**config.mk**
```make
export PLATFORM = sky130hd
export DESIGN_NAME = tmr_irq_regs
export DESIGN_NICKNAME = d
export VERILOG_FILES = /design/src/rtl/tmr_irq_pkg.sv /design/src/rtl/tmr_addr_decode.sv /design/src/rtl/tmr_buf_bank.sv /design/src/rtl/tmr_irq_chan.sv /design/src/rtl/tmr_irq_regs.sv
export SDC_FILE = /design/constraint.sdc
export NUM_CORES = 1
export LEC_CHECK = 0
export ABC_AREA = 0
export BUFFER_PORTS_ARGS = -buffer_cell sky130_fd_sc_hd__buf_4
export CAP_MARGIN = 25
export CORE_AREA = 3 3 242 244
export CTS_BUF_LIST = sky130_fd_sc_hd__clkbuf_8 sky130_fd_sc_hd__clkbuf_16
export CTS_CLUSTER_DIAMETER = 80
export DETAILED_ROUTE_END_ITERATION = 6
export DIE_AREA = 0 0 245 247
export PLACE_DENSITY = 0.68
export SKIP_CTS_REPAIR_TIMING = 1
export SLEW_MARGIN = 15
export SYNTH_ARGS = -nofsm -noshare
export SYNTH_HDL_FRONTEND = slang
export SYNTH_SLANG_ARGS = --single-unit
```
**constraint.sdc**
```tcl
create_clock -name clk -period 5.8 [get_ports clk]
set_input_delay 0.58 -clock clk [delete_from_list [all_inputs] [get_ports clk]]
set_output_delay 0.58 -clock clk [all_outputs]
set_load 0.02 [all_outputs]
```
**src/rtl/tmr_irq_pkg.sv**
```systemverilog
package tmr_irq_pkg;
  parameter int NUM_CH    = 5;
  parameter int DATA_W    = 32;
  parameter int ADDR_W    = 7;
  parameter int CH_W      = $clog2(NUM_CH);
  parameter int WORD_W    = ADDR_W - 2;
  // word index layout: 0,1 config, 2 control, then three words per channel
  parameter int CH_BASE   = 3;
  parameter int LAST_BASE = CH_BASE + 3 * (NUM_CH - 1);
  parameter int IRQ_WORD  = LAST_BASE + 2;

  typedef enum logic [2:0] {
    K_NONE, K_CFG, K_CTRL, K_CNTBUF, K_CMPBUF, K_CNTRD, K_IRQ
  } kind_e;

  typedef struct packed {
    kind_e           kind;
    logic [CH_W-1:0] ch;
  } sel_t;
endpackage

```
**src/rtl/tmr_addr_decode.sv**
```systemverilog
module tmr_addr_decode
  import tmr_irq_pkg::*;
(
  input  logic [ADDR_W-1:0] addr,
  output sel_t              sel
);
  logic [WORD_W-1:0] word;
  assign word = addr[ADDR_W-1:2];

  always_comb begin
    sel.kind = K_NONE;
    sel.ch   = '0;
    if (addr[1:0] == 2'b00) begin
      if (word == WORD_W'(0) || word == WORD_W'(1)) begin
        sel.kind = K_CFG;
        sel.ch   = CH_W'(word[0]);
      end
      if (word == WORD_W'(2)) sel.kind = K_CTRL;
      for (int n = 0; n < NUM_CH - 1; n++) begin
        if (word == WORD_W'(CH_BASE + 3 * n)) begin
          sel.kind = K_CNTBUF;
          sel.ch   = CH_W'(n);
        end
        if (word == WORD_W'(CH_BASE + 3 * n + 1)) begin
          sel.kind = K_CMPBUF;
          sel.ch   = CH_W'(n);
        end
        if (word == WORD_W'(CH_BASE + 3 * n + 2)) begin
          sel.kind = K_CNTRD;
          sel.ch   = CH_W'(n);
        end
      end
      // last channel has no compare buffer
      if (word == WORD_W'(LAST_BASE)) begin
        sel.kind = K_CNTBUF;
        sel.ch   = CH_W'(NUM_CH - 1);
      end
      if (word == WORD_W'(LAST_BASE + 1)) begin
        sel.kind = K_CNTRD;
        sel.ch   = CH_W'(NUM_CH - 1);
      end
      if (word == WORD_W'(IRQ_WORD)) sel.kind = K_IRQ;
    end
  end
endmodule

```
**src/rtl/tmr_buf_bank.sv**
```systemverilog
module tmr_buf_bank
  import tmr_irq_pkg::*;
(
  input  logic                         clk,
  input  logic                         rst,
  input  logic                         wr,
  input  sel_t                         sel,
  input  logic [DATA_W-1:0]            wdata,
  output logic [NUM_CH*DATA_W-1:0]     cnt_buf,
  output logic [(NUM_CH-1)*DATA_W-1:0] cmp_buf
);
  genvar g;
  generate
    for (g = 0; g < NUM_CH; g++) begin : g_cnt
      logic [DATA_W-1:0] q;
      always_ff @(posedge clk) begin
        if (rst) q <= '0;
        else if (wr && sel.kind == K_CNTBUF && sel.ch == CH_W'(g)) q <= wdata;
      end
      assign cnt_buf[g*DATA_W +: DATA_W] = q;
    end
    for (g = 0; g < NUM_CH - 1; g++) begin : g_cmp
      logic [DATA_W-1:0] q;
      always_ff @(posedge clk) begin
        if (rst) q <= '0;
        else if (wr && sel.kind == K_CMPBUF && sel.ch == CH_W'(g)) q <= wdata;
      end
      assign cmp_buf[g*DATA_W +: DATA_W] = q;
    end
  endgenerate
endmodule

```
**src/rtl/tmr_irq_chan.sv**
```systemverilog
module tmr_irq_chan (
  input  logic clk,
  input  logic rst,
  input  logic expire,
  input  logic reg_wr,
  input  logic en_bit,
  input  logic clr_bit,
  output logic en_q,
  output logic st_q,
  output logic irq_q
);
  logic clr_eff;
  // expiry wins over a same-cycle clear
  assign clr_eff = reg_wr & clr_bit & ~expire;

  always_ff @(posedge clk) begin
    if (rst) begin
      en_q  <= 1'b0;
      st_q  <= 1'b0;
      irq_q <= 1'b0;
    end else begin
      if (reg_wr) en_q <= en_bit;
      if (expire) st_q <= 1'b1;
      else if (clr_eff) st_q <= 1'b0;
      if (expire && en_q) irq_q <= 1'b1;
      else if (clr_eff) irq_q <= 1'b0;
    end
  end
endmodule

```
**src/rtl/tmr_irq_regs.sv**
```systemverilog
module tmr_irq_regs
  import tmr_irq_pkg::*;
(
  input  logic                         clk,
  input  logic                         rst,
  input  logic                         bus_wr,
  input  logic                         bus_rd,
  input  logic [ADDR_W-1:0]            bus_addr,
  input  logic [DATA_W-1:0]            bus_wdata,
  output logic [DATA_W-1:0]            bus_rdata,
  output logic [DATA_W-1:0]            cfg_word0,
  output logic [DATA_W-1:0]            cfg_word1,
  output logic [DATA_W-1:0]            ctrl_word,
  output logic [NUM_CH*DATA_W-1:0]     cnt_buf_o,
  output logic [(NUM_CH-1)*DATA_W-1:0] cmp_buf_o,
  input  logic [NUM_CH*DATA_W-1:0]     cnt_now_i,
  input  logic [NUM_CH-1:0]            expire_i,
  output logic [NUM_CH-1:0]            irq_o
);
  sel_t              sel;
  logic [NUM_CH-1:0] en_vec;
  logic [NUM_CH-1:0] st_vec;
  logic              irq_wr;
  logic [DATA_W-1:0] rd_val;

  tmr_addr_decode u_dec (.addr(bus_addr), .sel(sel));

  tmr_buf_bank u_buf (
    .clk(clk), .rst(rst), .wr(bus_wr), .sel(sel), .wdata(bus_wdata),
    .cnt_buf(cnt_buf_o), .cmp_buf(cmp_buf_o)
  );

  assign irq_wr = bus_wr && sel.kind == K_IRQ;

  genvar g;
  generate
    for (g = 0; g < NUM_CH; g++) begin : g_ch
      tmr_irq_chan u_ch (
        .clk(clk), .rst(rst), .expire(expire_i[g]), .reg_wr(irq_wr),
        .en_bit(bus_wdata[g]), .clr_bit(bus_wdata[NUM_CH + g]),
        .en_q(en_vec[g]), .st_q(st_vec[g]), .irq_q(irq_o[g])
      );
    end
  endgenerate

  always_ff @(posedge clk) begin
    if (rst) begin
      cfg_word0 <= '0;
      cfg_word1 <= '0;
      ctrl_word <= '0;
    end else if (bus_wr) begin
      if (sel.kind == K_CFG && sel.ch == '0) cfg_word0 <= bus_wdata;
      if (sel.kind == K_CFG && sel.ch != '0) cfg_word1 <= bus_wdata;
      if (sel.kind == K_CTRL) ctrl_word <= bus_wdata;
    end
  end

  always_comb begin
    rd_val = '0;
    case (sel.kind)
      K_CFG:    rd_val = (sel.ch == '0) ? cfg_word0 : cfg_word1;
      K_CTRL:   rd_val = ctrl_word;
      K_CNTBUF: rd_val = cnt_buf_o[sel.ch*DATA_W +: DATA_W];
      K_CMPBUF: rd_val = cmp_buf_o[sel.ch*DATA_W +: DATA_W];
      K_CNTRD:  rd_val = cnt_now_i[sel.ch*DATA_W +: DATA_W];
      K_IRQ:    rd_val = DATA_W'({st_vec, en_vec});
      default:  rd_val = '0;
    endcase
  end

  always_ff @(posedge clk) begin
    if (rst) bus_rdata <= '0;
    else     bus_rdata <= bus_rd ? rd_val : '0;
  end
endmodule

```
Yosys cells after proc, flatten, opt, wreduce, memory -nomap -nowiden
Cells that the tools add are included.
Widths: inputs -> output; s select.
{"block": "classes", "n_eq_ne": 27, "n_shift": 3, "n_mux": 35, "n_bitwise": 16, "n_reduce_logical": 38}
{"cell": "$shiftx 160x9->32", "n": 2}
{"cell": "$pmux 32 s6", "n": 1}
{"cell": "$shiftx 128x9->32", "n": 1}
{"cell": "$mux 6", "n": 14}
{"cell": "$eq 5x4->1 const B", "n": 8}
{"cell": "$mux 32", "n": 1}
{"cell": "$eq 5x3->1 const B", "n": 4}
{"cell": "$reduce_bool 2->1", "n": 10}
{"cell": "$logic_and 1x1->1", "n": 19}
{"cell": "$mux 1", "n": 15}
{"cell": "$eq 3x2->1 const B", "n": 4}
{"cell": "$eq 3x3->1 const B", "n": 4}
{"cell": "$and 1x1->1", "n": 10}
{"cell": "$eq 5x2->1 const B", "n": 2}
{"cell": "$eq 5x5->1 const B", "n": 2}
{"cell": "$eq 3x1->1 const B", "n": 2}
{"cell": "$not 1->1", "n": 6}
{"cell": "$reduce_and 2->1", "n": 3}
{"cell": "$eq 5x1->1 const B", "n": 1}
{"cell": "$logic_not 5->1", "n": 1}
{"cell": "$mux 5", "n": 1}
{"cell": "$mux 4", "n": 1}
{"cell": "$logic_not 3->1", "n": 1}
{"cell": "$mux 3", "n": 1}
{"cell": "5 further kinds", "n": 5}
{"block": "totals", "regBits": 431, "inputBits": 208}

Depth between registers and ports, before layout
{"block": "logic_depth", "ltp_word": 26, "mapped_depth": 11, "mapped_depth_nobuf": 7}

By module
Synthesis repeated with hierarchy kept, for this count alone.
{"block": "unflattened", "cells_unflattened": 2190, "hier_area_um2": 20912.6}
{"mod": "tmr_buf_bank", "instances": 1, "cells_each": 1011, "area_each_um2": 11299.6, "seq_area_each_um2": 5765.5}
{"mod": "tmr_irq_regs", "instances": 1, "cells_each": 1089, "area_each_um2": 8784.7, "seq_area_each_um2": 2562.5}
{"mod": "tmr_irq_chan", "instances": 5, "cells_each": 10, "area_each_um2": 111.4, "seq_area_each_um2": 60.1}
{"mod": "tmr_addr_decode", "instances": 1, "cells_each": 40, "area_each_um2": 271.5, "seq_area_each_um2": 0.0}

Least setup slack after synthesis
Ideal clock, no wire load.
{"block": "synth_timing", "kind": "input -> register", "from": "input bus_addr[6]", "to": "register u_buf.g_cmp[0].q[2]", "setup_time_ps": 128, "arrival_time_ps": 2441, "setup_slack_ps": 3231, "cell_stages": 9, "path_buffers": 3, "cell_sequence": "clkbuf_1 -> or3_1 -> buf_2 -> nor3_2 -> nor2_1 -> nand4_1 -> buf_6 -> mux2i_1 -> nor2_1"}
{"block": "synth_via", "elab_chain_cells": 23, "elab_cells_between_ends": 41, "classes_between": "eq/ne (18); mux (18); reduce/logical (5)"}
{"item": "start, declared", "line_no": "tmr_irq_regs.sv:8", "rtl": "input logic [ADDR_W-1:0] bus_addr,"}
{"item": "$eq 5x1->1 / $logic_not 5->1 (equally long branches)", "line_no": "tmr_addr_decode.sv:14", "rtl": "if (word == WORD_W'(0) || word == WORD_W'(1)) begin"}
{"item": "$logic_or 1x1->1", "line_no": "tmr_addr_decode.sv:14"}
{"item": "$mux 4", "line_no": "tmr_addr_decode.sv:14"}
{"item": "$mux 2", "line_no": "tmr_addr_decode.sv:18", "rtl": "if (word == WORD_W'(2)) sel.kind = K_CTRL;"}
{"item": "$mux 5", "line_no": "tmr_addr_decode.sv:20", "rtl": "if (word == WORD_W'(CH_BASE + 3 * n)) begin"}
{"item": "$mux 6", "line_no": "tmr_addr_decode.sv:24", "rtl": "if (word == WORD_W'(CH_BASE + 3 * n + 1)) begin"}
{"item": "$mux 6", "line_no": "tmr_addr_decode.sv:28", "rtl": "if (word == WORD_W'(CH_BASE + 3 * n + 2)) begin"}
{"item": "$mux 6", "line_no": "tmr_addr_decode.sv:20"}
{"item": "[7 not listed]"}
{"item": "$mux 6", "line_no": "tmr_addr_decode.sv:28"}
{"item": "$mux 6", "line_no": "tmr_addr_decode.sv:34", "rtl": "if (word == WORD_W'(LAST_BASE)) begin"}
{"item": "$mux 6", "line_no": "tmr_addr_decode.sv:38", "rtl": "if (word == WORD_W'(LAST_BASE + 1)) begin"}
{"item": "$mux 3", "line_no": "tmr_addr_decode.sv:42", "rtl": "if (word == WORD_W'(IRQ_WORD)) sel.kind = K_IRQ;"}
{"item": "$mux 6 (*)", "line_no": "tmr_addr_decode.sv:13", "rtl": "if (addr[1:0] == 2'b00) begin"}
{"item": "$eq 3x3->1", "line_no": "tmr_buf_bank.sv:26", "rtl": "else if (wr && sel.kind == K_CMPBUF && sel.ch == CH_W'(g)) q <= wdata;"}
{"item": "$logic_and 1x1->1", "line_no": "tmr_buf_bank.sv:26"}
{"item": "$logic_and 1x1->1 (*)", "line_no": "tmr_buf_bank.sv:26"}
{"item": "end signal, assigned", "line_no": "tmr_buf_bank.sv:26"}
{"item": "end, declared", "line_no": "tmr_buf_bank.sv:23", "rtl": "logic [DATA_W-1:0] q;"}
Mark *: on every way between the ends. The rest lies on a longest branch, timed or not.
A chain may end at the register's enable or synchronous reset.

Final worst setup path
{"block": "layout_timing", "from": "input bus_addr[3]", "to": "register bus_rdata[21]"}
{"block": "layout_via", "elab_chain_cells": 22, "elab_cells_between_ends": 49, "classes_between": "eq/ne (23); shift (3); mux (20); reduce/logical (3)"}
{"item": "$eq 5x1->1 / $logic_not 5->1 (equally long branches)", "line_no": "tmr_addr_decode.sv:14"}
{"item": "$logic_or 1x1->1", "line_no": "tmr_addr_decode.sv:14"}
{"item": "$mux 4", "line_no": "tmr_addr_decode.sv:14"}
{"item": "$mux 2", "line_no": "tmr_addr_decode.sv:18"}
{"item": "$mux 5", "line_no": "tmr_addr_decode.sv:20"}
{"item": "$mux 6", "line_no": "tmr_addr_decode.sv:24"}
{"item": "$mux 6", "line_no": "tmr_addr_decode.sv:28"}
{"item": "$mux 6", "line_no": "tmr_addr_decode.sv:20"}
{"item": "[6 not listed]"}
{"item": "$mux 6", "line_no": "tmr_addr_decode.sv:24"}
{"item": "$mux 6", "line_no": "tmr_addr_decode.sv:28"}
{"item": "$mux 6", "line_no": "tmr_addr_decode.sv:34"}
{"item": "$mux 6", "line_no": "tmr_addr_decode.sv:38"}
{"item": "$mux 3", "line_no": "tmr_addr_decode.sv:42"}
{"item": "$mux 6 (*)", "line_no": "tmr_addr_decode.sv:13"}
{"item": "parallel branches: the longest is 1 deep, another holds $shiftx 160x9->32"}
{"item": "$pmux 32 s6 (*)", "line_no": "tmr_irq_regs.sv:60", "rtl": "case (sel.kind)"}
{"item": "end signal, assigned", "line_no": "tmr_irq_regs.sv:73", "rtl": "else bus_rdata <= bus_rd ? rd_val : '0;"}
{"item": "end, declared", "line_no": "tmr_irq_regs.sv:10", "rtl": "output logic [DATA_W-1:0] bus_rdata,"}
Mark *: on every way between the ends.

==> impl_metrics.tcl <==
set metrics [dict create \
    cts_sinks 431 \
    drt_first_pass_iters 6 \
    hold_viol 0 \
    syn-instance-count 2552 \
    ir_drop_v 0.000216 \
    viasPerCell 5.80 \
    clkPwrFrac_pct 48.7 \
    wl_per_cell_um 30.3 \
    via_count 22387 \
    syn_area_um2 19700 \
    critPathArrivalTime_ns 4.26 \
    switchingPower_mw 1.76 \
    drc 0 \
    rows 87 \
    fmax_mhz 267 \
    ys_ff_latch 431 \
    routed_wl_um 117000 \
    final_common_cell "nand2_1" \
    synth_fp_nets 2760 \
    ys_types 66 \
    cts_buffers 50 \
    synth_edf_count 0 \
    tns_ns 0 \
    final_cells 3857 \
    p_int_mw 5.20 \
    fp.dieW_um 245 \
    cp_top_family "compound AO/OA/AOI/OAI gates" \
    synth_ff_type "dfxtp_1" \
    drt_iter0_markers 2746 \
    grt_max_degree 140 \
    async_flop_share_pct 0 \
    root_buffer "clkbuf_16" \
    crit_top_cell "buf_4" \
    leakage_nw 11.0 \
    min_path_type "in2reg" \
    finalSetupViolCount 0 \
    area_delta_synth_final_pct 35.9 \
    drive_gt1_share_pct 26.1 \
    holdWs_ns 0.218 \
    seqPwrFrac_pct 42.8 \
    worstPathCellList "buf_4 -> buf_4 -> nor4b_2 -> o21ai_2 -> buf_4 -> buf_4 -> o22ai_1 -> a211oi_1 -> a311oi_1 -> a311oi_1" \
    cts_tree "yes" \
    dp_hpwl_um 86800 \
    placed_cells 3756 \
    post-route-period-util_pct 64.6 \
    powerDensity_nw_per_um2 260 \
    portBuffers 628 \
    switching_share_pct 25.3 \
    start_util_pct 34.9 \
    cp-end-kind "flip-flop" \
    final_cell_mix "770 x nand2_1, 676 x buf_4, 431 x dfxtp_1, 339 x a21oi_1, 199 x mux2i_1" \
    worstMarginPinSlew_ns 1.13 \
    finalNetCount 3262 \
    critPathKind "in2reg" \
    critPathSlowestCell "a211oi_1" \
    core_um2 56500 \
    max-cap-violations 0 \
    r2r_start "cfg_word0[24]" \
    grt_use_total_pct 36.6 \
    clkTransAtPathRegs_ns 0.06 \
    final_antenna_net_count 0 \
    gr-total-overflow 0 \
    synth-seq-area-share_pct 43.8 \
    grt_pass1_vias 20420 \
    period_needed_ns 3.74 \
    run_status "finished clean" \
    gp_congestion 1.00 \
    antenna_found_initial 12 \
    cp_max_fo 33 \
    dieArea_um2 60500 \
    cp-start-kind "primary input" \
    rsz0062_at_grt "no" \
    pin_count 629 \
    yosysWarningCount 0 \
    die_height_um 247 \
    crit_buf_inv 4 \
    worstHoldStart "expire_i[4]" \
    finalClockSkew_ns 0.0281 \
    clock_latency_ns 0.60 \
    critPathMaxStageDelay_ns 0.73 \
    htreeDepth 2 \
    slew_viol_final 0 \
    critPathLaunch "bus_addr[3]" \
    synth_area_per_cell_um2 7.72 \
    grt_first_pass_wirelength_um 158000 \
    cts.path.max_buffers 3 \
    critPathRequiredTime_ns 6.31 \
    p_comb_share_pct 8.5 \
    max-slew-margin-rel_pct 24.3 \
]
-- final timing paths --
check                         end  cells after the start  slack, ns
min             g_ch[4].u_ch.st_q                      3       0.22
max                 bus_rdata[21]                     10       2.06
max reg2reg         bus_rdata[24]                      4       3.89
min reg2reg  u_buf.g_cnt[4].q[26]                      2       0.47
-- power by group through the flow --
stage / clock [mW] / sequential, mW / combinational (mW)
finish: 3.39 / 2.98 / 0.592
global route: 3.53 / 2.98 / 0.603
CTS: 3.42 / 2.98 / 0.571
detailed placement: 0 / 3.04 / 0.569
global placement: 0 / 3.04 / 0.570
floorplan: 0 / 3.05 / 0.254
-- sequential cells by signal, summed over array words and instances, names as in the netlist, 32 cells and up --
name / cells
cfg_word1: 32
cfg_word0: 32
bus_rdata: 32
u_buf.g_cnt.q: 160
ctrl_word: 32
u_buf.g_cmp.q: 128
-- cells by family after synthesis --
group                     after synthesis  share of synthesized area [%]
and+or+nand+nor                      1067                           21.8
DFF                                   431                           43.8
muxes                                 199                           10.1
xor gates and xnor gates                4                          0.178
buffers and inverters                 242                           5.48
AOI/OAI and AO/OA                     609                           18.7
-- worst reg2reg max path: cells and delay by family (launching register included) --
kind,cells,cell delay (ns)
compound gates,4,1.42
flops,1,0.33
-- per-layer routing --
layer / vias up / part of all wire, % / GRT usage [%]
met5: - / 0.035 / 0
met4: 6 / 6.0 / 18.2
met3: 325 / 12 / 10.8
met2: 1611 / 45 / 59.6
met1: 10695 / 37 / 44.0
li1: 9750 / - / -
-- stage by stage --
stage / power [mW] / instance area (um^2) / utilization, % / setup WS, ns
6_report: 6.96 / 26800 / 47.4 / 2.06
3_3_place_gp: 3.61 / 24800 / 44.0 / 1.48
2_1_floorplan: 3.30 / 19700 / - / 3.23
3_5_place_dp: 3.61 / 25000 / 44.2 / 1.70
4_1_cts: 6.97 / 26700 / 47.3 / 2.29
5_1_grt: 7.12 / 26800 / 47.4 / 2.04
-- Yosys cell counts, drive strengths merged, types with 4 or more instances --
cell type	instances	share of area (%)
a211oi	31	1.2
a21oi	344	8.8
a221oi	8	0.36
a22o	4	0.18
a22oi	35	1.3
a311oi	33	1.5
a31oi	7	0.22
a32oi	4	0.18
and2	7	0.22
and3	8	0.25
buf	94	2.7
clkbuf	142	2.7
dfxtp	431	44
inv	6	0.11
mux2i	199	10
nand2	771	15
nand3	71	1.8
nand4	10	0.35
nor2	166	3.2
nor3	12	0.46
o211ai	4	0.15
o21ai	52	1.3
o22a	20	0.89
o22ai	36	1.1
o31ai	4	0.15
o32ai	4	0.22
or2	4	0.13
or3	6	0.19
-- final cells by class --
type	instances	area, um^2
Fill cell	5622	29700
Multi-Input combinational cell	1879	10100
Sequential cell	431	8630
Timing Repair Buffer	686	5270
Clock buffer	66	1510
Tap cell	756	946
Clock inverter	26	253
Inverter	6	22.5
Antenna cell	7	17.5
No activity file was read; power rests on OpenSTA's default activity.
